[src/rtl/ckgen_pkg.sv]
package ckgen_pkg;
  typedef enum logic [1:0] {
    SRC_SYS = 2'd0,
    SRC_DBL = 2'd1,
    SRC_VC2 = 2'd2,
    SRC_VC1 = 2'd3
  } stage3_src_e;
endpackage

[src/rtl/ckgen_divider.sv]
module ckgen_divider #(
  parameter int unsigned FIELD_W = 4
) (
  input  logic               clk,
  input  logic               rst_n,
  input  logic               tick_in,
  input  logic [FIELD_W-1:0] ratio_fld,
  output logic               tick_out
);
  logic [FIELD_W-1:0] cnt_q;
  logic [FIELD_W-1:0] active_q;

  // Terminal count of the running period gates the input tick.
  assign tick_out = tick_in && (cnt_q == active_q);

  always_ff @(posedge clk or negedge rst_n) begin
    if (!rst_n) begin
      cnt_q    <= '0;
      active_q <= '0;
    end else if (tick_in) begin
      if (cnt_q == active_q) begin
        cnt_q    <= '0;
        active_q <= ratio_fld;   // new ratio only at a period boundary
      end else begin
        cnt_q <= cnt_q + 1'b1;
      end
    end
  end
endmodule

[src/rtl/ckgen_srcsel.sv]
module ckgen_srcsel
  import ckgen_pkg::*;
(
  input  logic       clk,
  input  logic       rst_n,
  input  logic [1:0] sel_req,
  input  logic       period_end,
  input  logic       sys_tick,
  input  logic       dbl_tick,
  input  logic       vc1_tick,
  input  logic       vc2_tick,
  output logic       src_tick
);
  stage3_src_e sel_q;

  always_ff @(posedge clk or negedge rst_n) begin
    if (!rst_n)          sel_q <= SRC_SYS;
    else if (period_end) sel_q <= stage3_src_e'(sel_req);
  end

  always_comb begin
    unique case (sel_q)
      SRC_SYS: src_tick = sys_tick;
      SRC_DBL: src_tick = dbl_tick;
      SRC_VC2: src_tick = vc2_tick;
      SRC_VC1: src_tick = vc1_tick;
      default: src_tick = 1'b0;
    endcase
  end
endmodule

[src/rtl/cascade_clkgen.sv]
module cascade_clkgen #(
  parameter int unsigned NARROW_W = 4,
  parameter int unsigned WIDE_W   = 8
) (
  input  logic                clk,
  input  logic                rst_n,
  input  logic                sys_tick,
  input  logic                dbl_tick,
  input  logic [NARROW_W-1:0] stage1_ratio,
  input  logic [NARROW_W-1:0] stage2_ratio,
  input  logic [WIDE_W-1:0]   stage3_ratio,
  input  logic [1:0]          stage3_src,
  input  logic                irq_enable,
  input  logic                irq_ack,
  output logic                stage1_tick,
  output logic                stage2_tick,
  output logic                stage3_tick,
  output logic                stage3_irq
);
  logic src3_tick;
  logic irq_q;

  ckgen_divider #(.FIELD_W(NARROW_W)) u_stage1 (
    .clk(clk), .rst_n(rst_n), .tick_in(sys_tick),
    .ratio_fld(stage1_ratio), .tick_out(stage1_tick));

  ckgen_divider #(.FIELD_W(NARROW_W)) u_stage2 (
    .clk(clk), .rst_n(rst_n), .tick_in(stage1_tick),
    .ratio_fld(stage2_ratio), .tick_out(stage2_tick));

  ckgen_srcsel u_sel (
    .clk(clk), .rst_n(rst_n), .sel_req(stage3_src),
    .period_end(stage3_tick), .sys_tick(sys_tick), .dbl_tick(dbl_tick),
    .vc1_tick(stage1_tick), .vc2_tick(stage2_tick), .src_tick(src3_tick));

  ckgen_divider #(.FIELD_W(WIDE_W)) u_stage3 (
    .clk(clk), .rst_n(rst_n), .tick_in(src3_tick),
    .ratio_fld(stage3_ratio), .tick_out(stage3_tick));

  always_ff @(posedge clk or negedge rst_n) begin
    if (!rst_n)                         irq_q <= 1'b0;
    else if (stage3_tick && irq_enable) irq_q <= 1'b1;
    else if (irq_ack)                   irq_q <= 1'b0;
  end

  assign stage3_irq = irq_q;
endmodule

[config.mk]
export PLATFORM = sky130hd
export DESIGN_NAME = cascade_clkgen
export DESIGN_NICKNAME = d
export VERILOG_FILES = /design/src/rtl/ckgen_pkg.sv /design/src/rtl/ckgen_divider.sv /design/src/rtl/ckgen_srcsel.sv /design/src/rtl/cascade_clkgen.sv
export SDC_FILE = /design/constraint.sdc
export NUM_CORES = 1
export LEC_CHECK = 0
export ABC_AREA = 1
export BUFFER_PORTS_ARGS = -buffer_cell sky130_fd_sc_hd__clkbuf_2
export CORE_MARGIN = 2
export CORE_UTILIZATION = 40
export DETAILED_ROUTE_END_ITERATION = 16
export PLACE_DENSITY = 0.69
export SYNTH_ARGS = -nofsm -noshare
export SYNTH_HDL_FRONTEND = slang
export SYNTH_SLANG_ARGS = --single-unit
[constraint.sdc]
create_clock -name clk -period 2 [get_ports clk]
set_input_delay 0 -clock clk [delete_from_list [all_inputs] [get_ports clk]]
set_output_delay 0 -clock clk [all_outputs]
set_load 0.02 [all_outputs]
==> out/metrics.yaml, run 1 <==
place_congestion: 0.781
timing.fmax_mhz: 550
num_io_pins: 28
drive_above_1_share: 0.173
first_pass_iters: 4
viasPerCell: 4.67
area_growth_syn_to_layout_pct: 28.3
cts.clk_slew.worst_paths_ps: 70
syn_inst: 246
synth_top_area_share: 0.461
start_util: 0.407
row_count: 25
hold_viol: 0
die_area_mm2: 0.00531
avgSynthCellArea_um2: 7.72
synthFlopType: "dfrtp_1"
setup_tns_ps: 0
comb_power_share: 0.396
switching_share: 0.408
grt_usage: 0.161
grt_pass1_vias: 1499
cts-root-buf: "clkbuf_8"
r2r_setup_slack_ps: 430
synth-edff-count: 0
cp.required_ps: 2000
pwr_density_cell_mw_per_mm2: 1210
rsz0062_at_grt: "false"
drc: 0
cts_tree: "done"
end_kind: "output port"
grt_max_degree: 36
postLayoutCoreUtil: 0.522
overflow: 0
p_total_w: 0.00294
maxSlewHeadroom: 0.411
synthTopCellsByCount: "nand2_1 (86), dfrtp_1 (35), inv_1 (28)"
synth_most_common_cell: "nand2_1"
drt_iter0_drc: 89
p_seq_frac: 0.410
antenna_found_initial: 0
dr_total_vias: 1659
vdd_ir_drop_max_mv: 0.611
port_buffers: 27
numCtsBuffers: 5
final.period_utilization: 0.909
num-nets-final: 327
syn-cell-area_mm2: 0.00190
critPathMaxFanout: 12
yosysUniqueCellTypes: 22
grt_pass1_wl_um: 6510
synth_top_area_cell: "dfrtp_1"
die_y_um: 72.9
finalClockSkew_ps: 3.85
diodes: 0
h-tree-depth: 2
finalWirelength_um: 3930
instances_no_fill: 355
status: "finished, final reports clean"
cp-start-kind: "flop"
wl_per_cell_um: 11.1
crit_arrival_ps: 1820
core-area_mm2: 0.00466
die_w_um: 72.9
pre_cts_ws_ps: 325
setup_viol: 0
worstMarginPinSlew_ps: 883
leakage_nw: 1.32
min_path_type: "input pin to flop"
intPower_w: 0.00174
postRouteAntennaNets: 0
clock_latency_ps: 290
ys_async_sr_fraction: 1.00
cts_max_path_buffers: 2
p_sw_w: 0.00120
ys_seq_elements: 35
hpwl_um: 2580
dpl.cell_count: 324
cts_sinks: 35
maxCapViolCount: 0
finalCriticalPeriod_ps: 1820
yosysWarnings: 0
setup_ws_ps: 183
slew_violations: 0
clkPwrFrac: 0.194
synth_nets: 273
synth_top_cells_by_area: "dfrtp_1 (46%), nand2_1 (17%), nand3_1 (6.1%)"
crit_type: "flop to output port"
synth_seq_area_share: 0.461
## worst max-delay path, cell delays in order, from the launching register on
cell and delay [ps]:
dfrtp_1 400, inv_2 50, nand2_1 50, nand2_1 60
nor2_2 140, nand2_2 120, nor2_8 110, nand3_4 120
nand2_8 150, nand2_4 100, inv_1 70, clkbuf_2 160
## final timing paths
kind,start,endpoint,cells past startpoint
worst max-delay path,u_stage1.cnt_q[1]$_DFFE_PN0P_,stage3_tick,11
worst min-delay path,sys_tick,u_stage1.cnt_q[0]$_DFFE_PN0P_,2
worst max register to register,u_stage3.cnt_q[0]$_DFFE_PN0N_,u_stage3.cnt_q[7]$_DFFE_PN0N_,10
max in group asynchronous,rst_n,u_stage3.cnt_q[6]$_DFFE_PN0N_,2
min in group asynchronous,rst_n,u_stage2.active_q[0]$_DFFE_PN0N_,2
worst min register to register,stage3_irq$_DFFE_PN0P_,stage3_irq$_DFFE_PN0P_,2
## layer usage
metal,GRT usage,vias to the layer above,wire (um)
li1,-,870,-
met1,0.208,747,1850
met2,0.248,34,1820
met3,0.0511,8,187
met4,0.0720,0,73
met5,0,-,0
## repair_timing
| item | CTS | global route |
|---|---|---|
| hold buffers | 21 | 0 |
| hold endpoints to repair | 54 | 0 |
| resized for setup | 0 | 5 |
| buffers inserted | 0 | 1 |
| endpoints found under the setup margin | 0 | 1 |
## sequential cells by signal, indices dropped and copies added, names as in the netlist
name               cells
stage3_irq             1
u_sel.sel_q            2
u_stage1.active_q      4
u_stage1.cnt_q         4
u_stage2.active_q      4
u_stage2.cnt_q         4
u_stage3.active_q      8
u_stage3.cnt_q         8
## per-stage QoR
stage / hold slack, ps / instance area, um^2
floorplan: -296 / 1900
global placement: 158 / 2080
detailed placement: 160 / 2080
CTS: 31.1 / 2390
global route: 81.7 / 2430
finish: 39.7 / 2430
## logic make-up after synthesis
| kind of cell | Yosys count | synth area share |
|---|---|---|
| flip-flops | 35 | 0.461 |
| buffers and inverters | 38 | 0.0896 |
| XOR/XNOR | 14 | 0.0646 |
| adder cells (fa/ha/maj) | 3 | 0.0198 |
| AO/OA/AOI/OAI | 16 | 0.0422 |
| AND/OR/NAND/NOR | 140 | 0.322 |
## cells in the final DEF (no fill, tap or decap)
| master | Yosys | final |
|---|---|---|
| buf_4 | 0 | 5 |
| nand2_8 | 0 | 1 |
| nor2_1 | 15 | 15 |
| nand2_4 | 1 | 2 |
| o21ai_0 | 14 | 14 |
| xor2_1 | 13 | 13 |
| inv_2 | 3 | 3 |
| a21oi_1 | 2 | 2 |
| nand4_1 | 2 | 2 |
| inv_1 | 28 | 28 |
| dfrtp_1 | 35 | 35 |
| nor3_1 | 4 | 4 |
| clkbuf_8 | 0 | 7 |
| nor2_8 | 1 | 1 |
| nand3_4 | 0 | 1 |
| or2_1 | 1 | 1 |
| nor2_4 | 0 | 1 |
| nand3_1 | 23 | 23 |
| xnor2_1 | 1 | 1 |
| or3_1 | 1 | 1 |
| clkbuf_1 | 0 | 1 |
| clkbuf_2 | 0 | 27 |
| nor2_2 | 3 | 2 |
| dlygate4sd3_1 | 0 | 21 |
| ha_1 | 3 | 3 |
| nand2_1 | 86 | 85 |
| nand2_2 | 2 | 2 |
## final cells by class
type / count / area (um^2)
clock buffer: 8 / 100
fill: 426 / 2230
inverter: 31 / 116
multi-input combinational: 174 / 892
sequential: 35 / 876
tap: 54 / 67.6
timing repair buffer: 53 / 383
## power by group through the flow
| stage | clock network, W | registers, W | logic [W] |
|---|---|---|---|
| floorplan | 0 | 0.00115 | 0.000899 |
| global placement | 0 | 0.00121 | 0.00104 |
| detailed placement | 0 | 0.00121 | 0.00106 |
| CTS | 0.000582 | 0.00120 | 0.00109 |
| global route | 0.000616 | 0.00124 | 0.00136 |
| finish | 0.000570 | 0.00121 | 0.00117 |
Power figures use the tool's default switching activity.
==> run 2: changes to the inputs <==
Settings changed: ABC_AREA 1 to default, CORE_UTILIZATION 40 to 32, PLACE_DENSITY 0.69 to 0.6, RECOVER_POWER from default to 50.
==> out/metrics.yaml, run 2 <==
synth_mux_area_frac: 0.110  # was 0
timing.fmax_mhz: 458  # was 550 MHz
leakage_nw: 1.19  # was 1.32 nW
p_total_w: 0.00259  # was 0.00294 W
grt_pass1_wl_um: 6410  # was 6510 um
vdd_ir_drop_max_mv: 0.468  # was 0.611 mV
yosys.area_share.simple: 0.156  # was 0.322
dr_total_vias: 1442  # was 1659
hpwl_um: 2560  # was 2580 um
start_util: 0.329  # was 0.407
grt_max_degree: 36  # unchanged
die_y_um: 79.0  # was 72.9 um
rsz0062_at_grt: "true"  # was false
reg2reg_depth: 6  # was 10
r2r_setup_slack_ps: -130  # was 430 ps
slew_violations: 0  # unchanged
worstMarginPinSlew_ps: 870  # was 883 ps
num-nets-final: 274  # was 327
pre_cts_ws_ps: -151  # was 325 ps
finalClockSkew_ps: 8.54  # was 3.85 ps
critPathLaunch: "u_stage2.active_q[3]$_DFFE_PN0N_"  # was u_stage1.cnt_q[1]$_DFFE_PN0P_
dpl.cell_count: 290  # was 324
nFillCells: 549  # was 426
reg.largest.list: "u_stage3.active_q (8), u_stage3.cnt_q (8)"  # unchanged
layout_commonest_cell: "dfrtp_1"  # was nand2_1
r2r_end: "u_stage3.active_q[6]$_DFFE_PN0P_"  # was u_stage3.cnt_q[7]$_DFFE_PN0N_
min_path_type: "input pin to flop"  # unchanged
drive_above_1_share: 0.276  # was 0.173
synth_top_cells_by_area: "dfrtp_1 (49%), mux2_4 (6.7%), nand2_1 (5.8%)"  # was dfrtp_1 (46%), nand2_1 (17%), nand3_1 (6.1%)
drt_iter0_drc: 66  # was 89
end_kind: "output port"  # unchanged
synth_most_common_cell: "dfrtp_1"  # was nand2_1
grt_pass1_vias: 1476  # was 1499
die_area_mm2: 0.00624  # was 0.00531 mm^2
cts-root-buf: "clkbuf_8"  # unchanged
finalCriticalPeriod_ps: 2180  # was 1820 ps
synth_nets: 206  # was 273
ys_seq_elements: 35  # unchanged
crit_arrival_ps: 2180  # was 1820 ps
clock_latency_ps: 280  # was 290 ps
layout_common_cells: "dfrtp_1 (35), nand2_1 (28), clkbuf_2 (25)"  # was nand2_1 (85), dfrtp_1 (35), inv_1 (28)
synth_top_area_share: 0.486  # was 0.461
drc: 0  # unchanged
hold_viol: 0  # unchanged
cts_max_path_buffers: 2  # unchanged
avgSynthCellArea_um2: 10.1  # was 7.72 um^2
synth_xor_xnor_area_share: 0.0778  # was 0.0646
syn_inst: 179  # was 246
cts.clk_slew.worst_paths_ps: 60  # was 70 ps
area_growth_syn_to_layout_pct: 35.9  # was 28.3%
antenna_found_initial: 0  # unchanged
cts_tree: "done"  # unchanged
diodes: 0  # unchanged
place_congestion: 0.764  # was 0.781
critPathMaxFanout: 11  # was 12
pwr_density_cell_mw_per_mm2: 1060  # was 1210 mW/mm^2
row_count: 27  # was 25
seq_area_um2: 876  # unchanged
grt_usage: 0.131  # was 0.161
multi_input_area_um2: 855  # was 892 um^2
synth_compound_area_frac: 0.105  # was 0.0422
instances_no_fill: 318  # was 355
setup_viol: 10  # was 0
crit_type: "flop to output port"  # unchanged
cp.required_ps: 2000  # about the same
die_w_um: 79.0  # was 72.9 um
wl_per_cell_um: 11.5  # was 11.1 um
maxCapViolCount: 0  # unchanged
status: "finished with violations"  # was finished, final reports clean
cts_sinks: 35  # unchanged
first_pass_iters: 4  # unchanged
synthFlopType: "dfrtp_1"  # unchanged
h-tree-depth: 2  # unchanged
maxSlewHeadroom: 0.420  # was 0.411
hold_ws_ps: 49.5  # was 39.7 ps
overflow: 0  # unchanged
setup_ws_ps: -183  # was 183 ps
crit_end: "stage3_tick"  # unchanged
synth-edff-count: 0  # unchanged
final.period_utilization: 1.09  # was 0.909
synth_seq_area_share: 0.486  # was 0.461
synth-adder-area-share: 0.0208  # was 0.0198
synth_top_area_cell: "dfrtp_1"  # unchanged
viasPerCell: 4.53  # was 4.67
synthTopCellsByCount: "dfrtp_1 (35), nand2_1 (28), inv_1 (13), o21ai_0 (13), xor2_1 (12)"  # was nand2_1 (86), dfrtp_1 (35), inv_1 (28)
core-area_mm2: 0.00547  # was 0.00466 mm^2
finalWirelength_um: 3660  # was 3930 um
timing.rr.start: "u_stage2.active_q[3]$_DFFE_PN0N_"  # was u_stage3.cnt_q[0]$_DFFE_PN0N_
num_io_pins: 28  # unchanged
ys_async_sr_fraction: 1.00  # unchanged
violations: "setup timing"
syn-cell-area_mm2: 0.00180  # was 0.00190 mm^2
postRouteAntennaNets: 0  # unchanged
synth_top_family_by_area: "simple AND/OR/NAND/NOR gates"  # unchanged
yosysWarnings: 0  # unchanged
numCtsBuffers: 5  # unchanged
cp-start-kind: "flop"  # unchanged
hold_path_depth: 2  # unchanged
yosysUniqueCellTypes: 34  # was 22
port_buffers: 27  # unchanged
## run 2: cell count changes after synthesis, sizes merged, moves of 4 or more
cell   delta
a21oi     +4
buf       -5
inv      -18
mux2     +14
nand2    -60
nand3    -17
nor2     -14
nor3      -4
o22ai     +7
## run 2: power by group
part | internal, W | switching (W)
Sequential | 0.000929 | 0.000188
Combinational | 0.000532 | 0.000485
Clock | 0.000232 | 0.000229
## run 2: timing repair
item / in CTS / in global routing
setup endpoints to repair: 10 / 16
buffers inserted: 1 / 0
hold buffers: 21 / 0
hold endpoints to repair: 54 / 0
cloned: 0 / 0
gates resized for setup: 3 / 2
pin swaps: 2 / 0
## run 2: layout make-up
class,count,share of cell area
multi-input combinational,125,0.349
sequential,35,0.358
tap,72,0.0368
inverter,14,0.0215
timing repair buffer,66,0.205
clock buffer,6,0.0297
## run 2: worst min-delay path by stage
stage / startpoint / endpoint / slack (ps)
floorplan: rst_n / stage3_irq$_DFFE_PN0P_ / -300
global placement: rst_n / u_stage1.cnt_q[2]$_DFFE_PN0P_ / 160
detailed placement: rst_n / u_stage1.cnt_q[2]$_DFFE_PN0P_ / 170
CTS: sys_tick / u_stage1.cnt_q[1]$_DFFE_PN0P_ / 50
global route: sys_tick / u_stage1.cnt_q[1]$_DFFE_PN0P_ / 60
finish: sys_tick / u_stage1.cnt_q[1]$_DFFE_PN0P_ / 50
## run 2: cell families (layout without fill, tap and decap cells)
logic type	after synthesis	in the layout
XOR/XNOR	16	16
multiplexers	15	15
buffers and inverters	19	86
flip-flops	35	35
AND/OR/NAND/NOR	59	59
adder cells (fa/ha/maj)	3	3
AO/OA/AOI/OAI	32	32
## run 2: worst max-delay path, stage by stage (launching register included)
cell	delay, ps
dfrtp_1	390
xor2_1	170
o41a_1	450
o32a_1	320
or2_4	240
buf_12	150
inv_2	50
clkbuf_8	130
## run 2: metal layers
layer  track usage  routed length [um]
met2         0.219                1800
met5             0                   0
met4        0.0500                  68
met1         0.161                1670
met3        0.0352                 127
## run 2: metrics by stage
stage	TNS [ps]	cell area, um^2	utilization
floorplan	-702	1800	-
global placement	-1090	2140	0.391
detailed placement	-1310	2140	0.391
CTS	-1440	2440	0.445
global route	-2060	2450	0.447
finish	-1250	2450	0.447
==> run 3: changes to the inputs <==
Settings changed: ABC_AREA from default to 1.
==> out/metrics.yaml, run 3 (synthesis gave the netlist of run 1 again) <==
worstMarginPinSlew_ps: 870  # about the same
min_path_type: "input pin to flop"  # unchanged
setup_tns_ps: 0  # was -1250 ps
cts_max_path_buffers: 2  # unchanged
critPathMaxFanout: 23  # was 11
end_kind: "output port"  # unchanged
grt_max_degree: 36  # unchanged
area_growth_syn_to_layout_pct: 27.1  # was 35.9%
maxSlewHeadroom: 0.420  # about the same
reg.largest.list: "u_stage3.active_q (8), u_stage3.cnt_q (8)"  # unchanged
cts_tree: "done"  # unchanged
clock_latency_ps: 270  # was 280 ps
first_pass_iters: 4  # unchanged
cts.clk_slew.worst_paths_ps: 70  # was 60 ps
grt_usage: 0.127  # was 0.131
grt_pass1_vias: 1531  # was 1476
postRouteAntennaNets: 0  # unchanged
cp-start-kind: "flop"  # unchanged
start_util: 0.326  # was 0.329
die_area_mm2: 0.00656  # was 0.00624 mm^2
maxCapViolCount: 0  # unchanged
hpwl_um: 2550  # was 2560 um
setup_viol: 0  # was 10
rsz0062_at_grt: "false"  # was true
crit_type: "flop to output port"  # unchanged
comb_power_share: 0.397  # was 0.392
port_buffers: 27  # unchanged
h-tree-depth: 2  # unchanged
slew_violations: 0  # unchanged
dr_total_vias: 1612  # was 1442
vdd_ir_drop_max_mv: 0.584  # was 0.468 mV
place_congestion: 0.795  # was 0.764
hold_viol: 0  # unchanged
intPower_w: 0.00166  # was 0.00169 W
die_w_um: 81.0  # was 79.0 um
layout_common_cells: "nand2_1 (86), dfrtp_1 (35), inv_1 (28)"  # was dfrtp_1 (35), nand2_1 (28), clkbuf_2 (25)
p_sw_w: 0.00114  # was 0.000902 W
numCtsBuffers: 5  # unchanged
crit_arrival_ps: 1810  # was 2180 ps
drive_above_1_share: 0.157  # was 0.276
die_y_um: 81.0  # was 79.0 um
cts_sinks: 35  # unchanged
final.period_utilization: 0.906  # was 1.09
timing.fmax_mhz: 552  # was 458 MHz
pwr_density_cell_mw_per_mm2: 1160  # was 1060 mW/mm^2
finalClockSkew_ps: 3.26  # was 8.54 ps
overflow: 0  # unchanged
layout_commonest_cell: "nand2_1"  # was dfrtp_1
cts-root-buf: "clkbuf_8"  # unchanged
leakage_nw: 1.30  # was 1.19 nW
grt_pass1_wl_um: 6560  # was 6410 um
cp.required_ps: 2000  # about the same
num_io_pins: 28  # unchanged
drc: 0  # unchanged
switching_share: 0.408  # was 0.348
p_seq_frac: 0.429  # was 0.430
row_count: 28  # was 27
antenna_found_initial: 0  # unchanged
num-nets-final: 325  # was 274
viasPerCell: 4.31  # was 4.53
core-area_mm2: 0.00582  # was 0.00547 mm^2
wl_per_cell_um: 9.78  # was 11.5 um
status: "finished, final reports clean"  # was finished with violations
drt_iter0_drc: 37  # was 66
finalWirelength_um: 3660  # about the same
diodes: 0  # unchanged
finalCriticalPeriod_ps: 1810  # was 2180 ps
clkPwrFrac: 0.173  # was 0.178
p_total_w: 0.00280  # was 0.00259 W
run 3: changes by cell type in the layout (fill, tap and decap cells not counted), moves of 6 or more:
cell	change
nand2_1	+58
inv_1	+16
nand3_1	+16
buf_4	-13
nor2_1	+10
mux2_4	-8
o22ai_1	-7
mux2_2	-6
run 3: area by class of cell:
cell class | instances | area [um^2]
Clock buffer | 7 | 76.3
Clock inverter | 1 | 5.00
Fill cell | 617 | 3400
Inverter | 31 | 116
Multi-Input combinational cell | 173 | 871
Sequential cell | 35 | 876
Tap cell | 75 | 93.8
Timing Repair Buffer | 52 | 374
run 3: per-stage QoR:
stage	cell area (um^2)	util	hold WS [ps]	std cells	worst slack, ps
finish	2410	0.415	54.6	374	188
global route	2410	0.415	65.6	374	9.44
CTS	2390	0.412	54.3	374	36.3
detailed placement	2100	0.362	173	345	289
global placement	2100	0.362	167	345	352
floorplan	1900	-	-296	246	563
run 3: timing repair:
| item | CTS | global route |
|---|---|---|
| setup endpoints to repair | 0 | 1 |
| resized for setup | 0 | 3 |
| setup buffers | 0 | 0 |
| hold buffers | 21 | 0 |
| endpoints found under the hold margin | 54 | 0 |
run 3: path summary, 6_finish.rpt:
| path | startpoint | endpoint | slack, ps | depth (start not counted) |
|---|---|---|---|---|
| worst min-delay path | sys_tick | u_stage1.cnt_q[0]$_DFFE_PN0P_ | 50 | 2 |
| min in group asynchronous | rst_n | u_stage1.active_q[2]$_DFFE_PN0N_ | 370 | 2 |
| worst min register to register | stage3_irq$_DFFE_PN0P_ | stage3_irq$_DFFE_PN0P_ | 490 | 2 |
| worst max register to register | u_stage1.cnt_q[0]$_DFFE_PN0P_ | u_stage3.cnt_q[2]$_DFFE_PN0N_ | 430 | 11 |
| max in group asynchronous | rst_n | u_stage3.cnt_q[1]$_DFFE_PN0N_ | 1080 | 2 |
| worst max-delay path | u_stage1.cnt_q[0]$_DFFE_PN0P_ | stage3_tick | 190 | 11 |
run 3: critical path, cell delays in order (launching register included):
cell	delay [ps]
dfrtp_1	420
inv_2	60
nand2_1	60
nand2_1	50
nor2_2	110
nand2_2	120
nor2_8	100
nand3_2	110
nand2_8	160
nand2_4	120
inv_1	70
clkbuf_2	160
run 3: power by group through the flow:
stage / clock, W / combinational [W] / sequential (W)
2_1_floorplan: 0 / 0.000899 / 0.00115
3_3_place_gp: 0 / 0.00104 / 0.00121
3_5_place_dp: 0 / 0.00107 / 0.00121
4_1_cts: 0.000515 / 0.00110 / 0.00120
5_1_grt: 0.000540 / 0.00131 / 0.00124
6_report: 0.000485 / 0.00111 / 0.00120
run 3: routing by layer:
| metal | global-route usage | share of wire | vias to the layer above |
|---|---|---|---|
| met5 | 0 | 0 | - |
| met4 | 0.0322 | 0.0063 | 0 |
| met3 | 0.0300 | 0.028 | 2 |
| met2 | 0.225 | 0.47 | 18 |
| met1 | 0.156 | 0.50 | 730 |
| li1 | - | - | 862 |
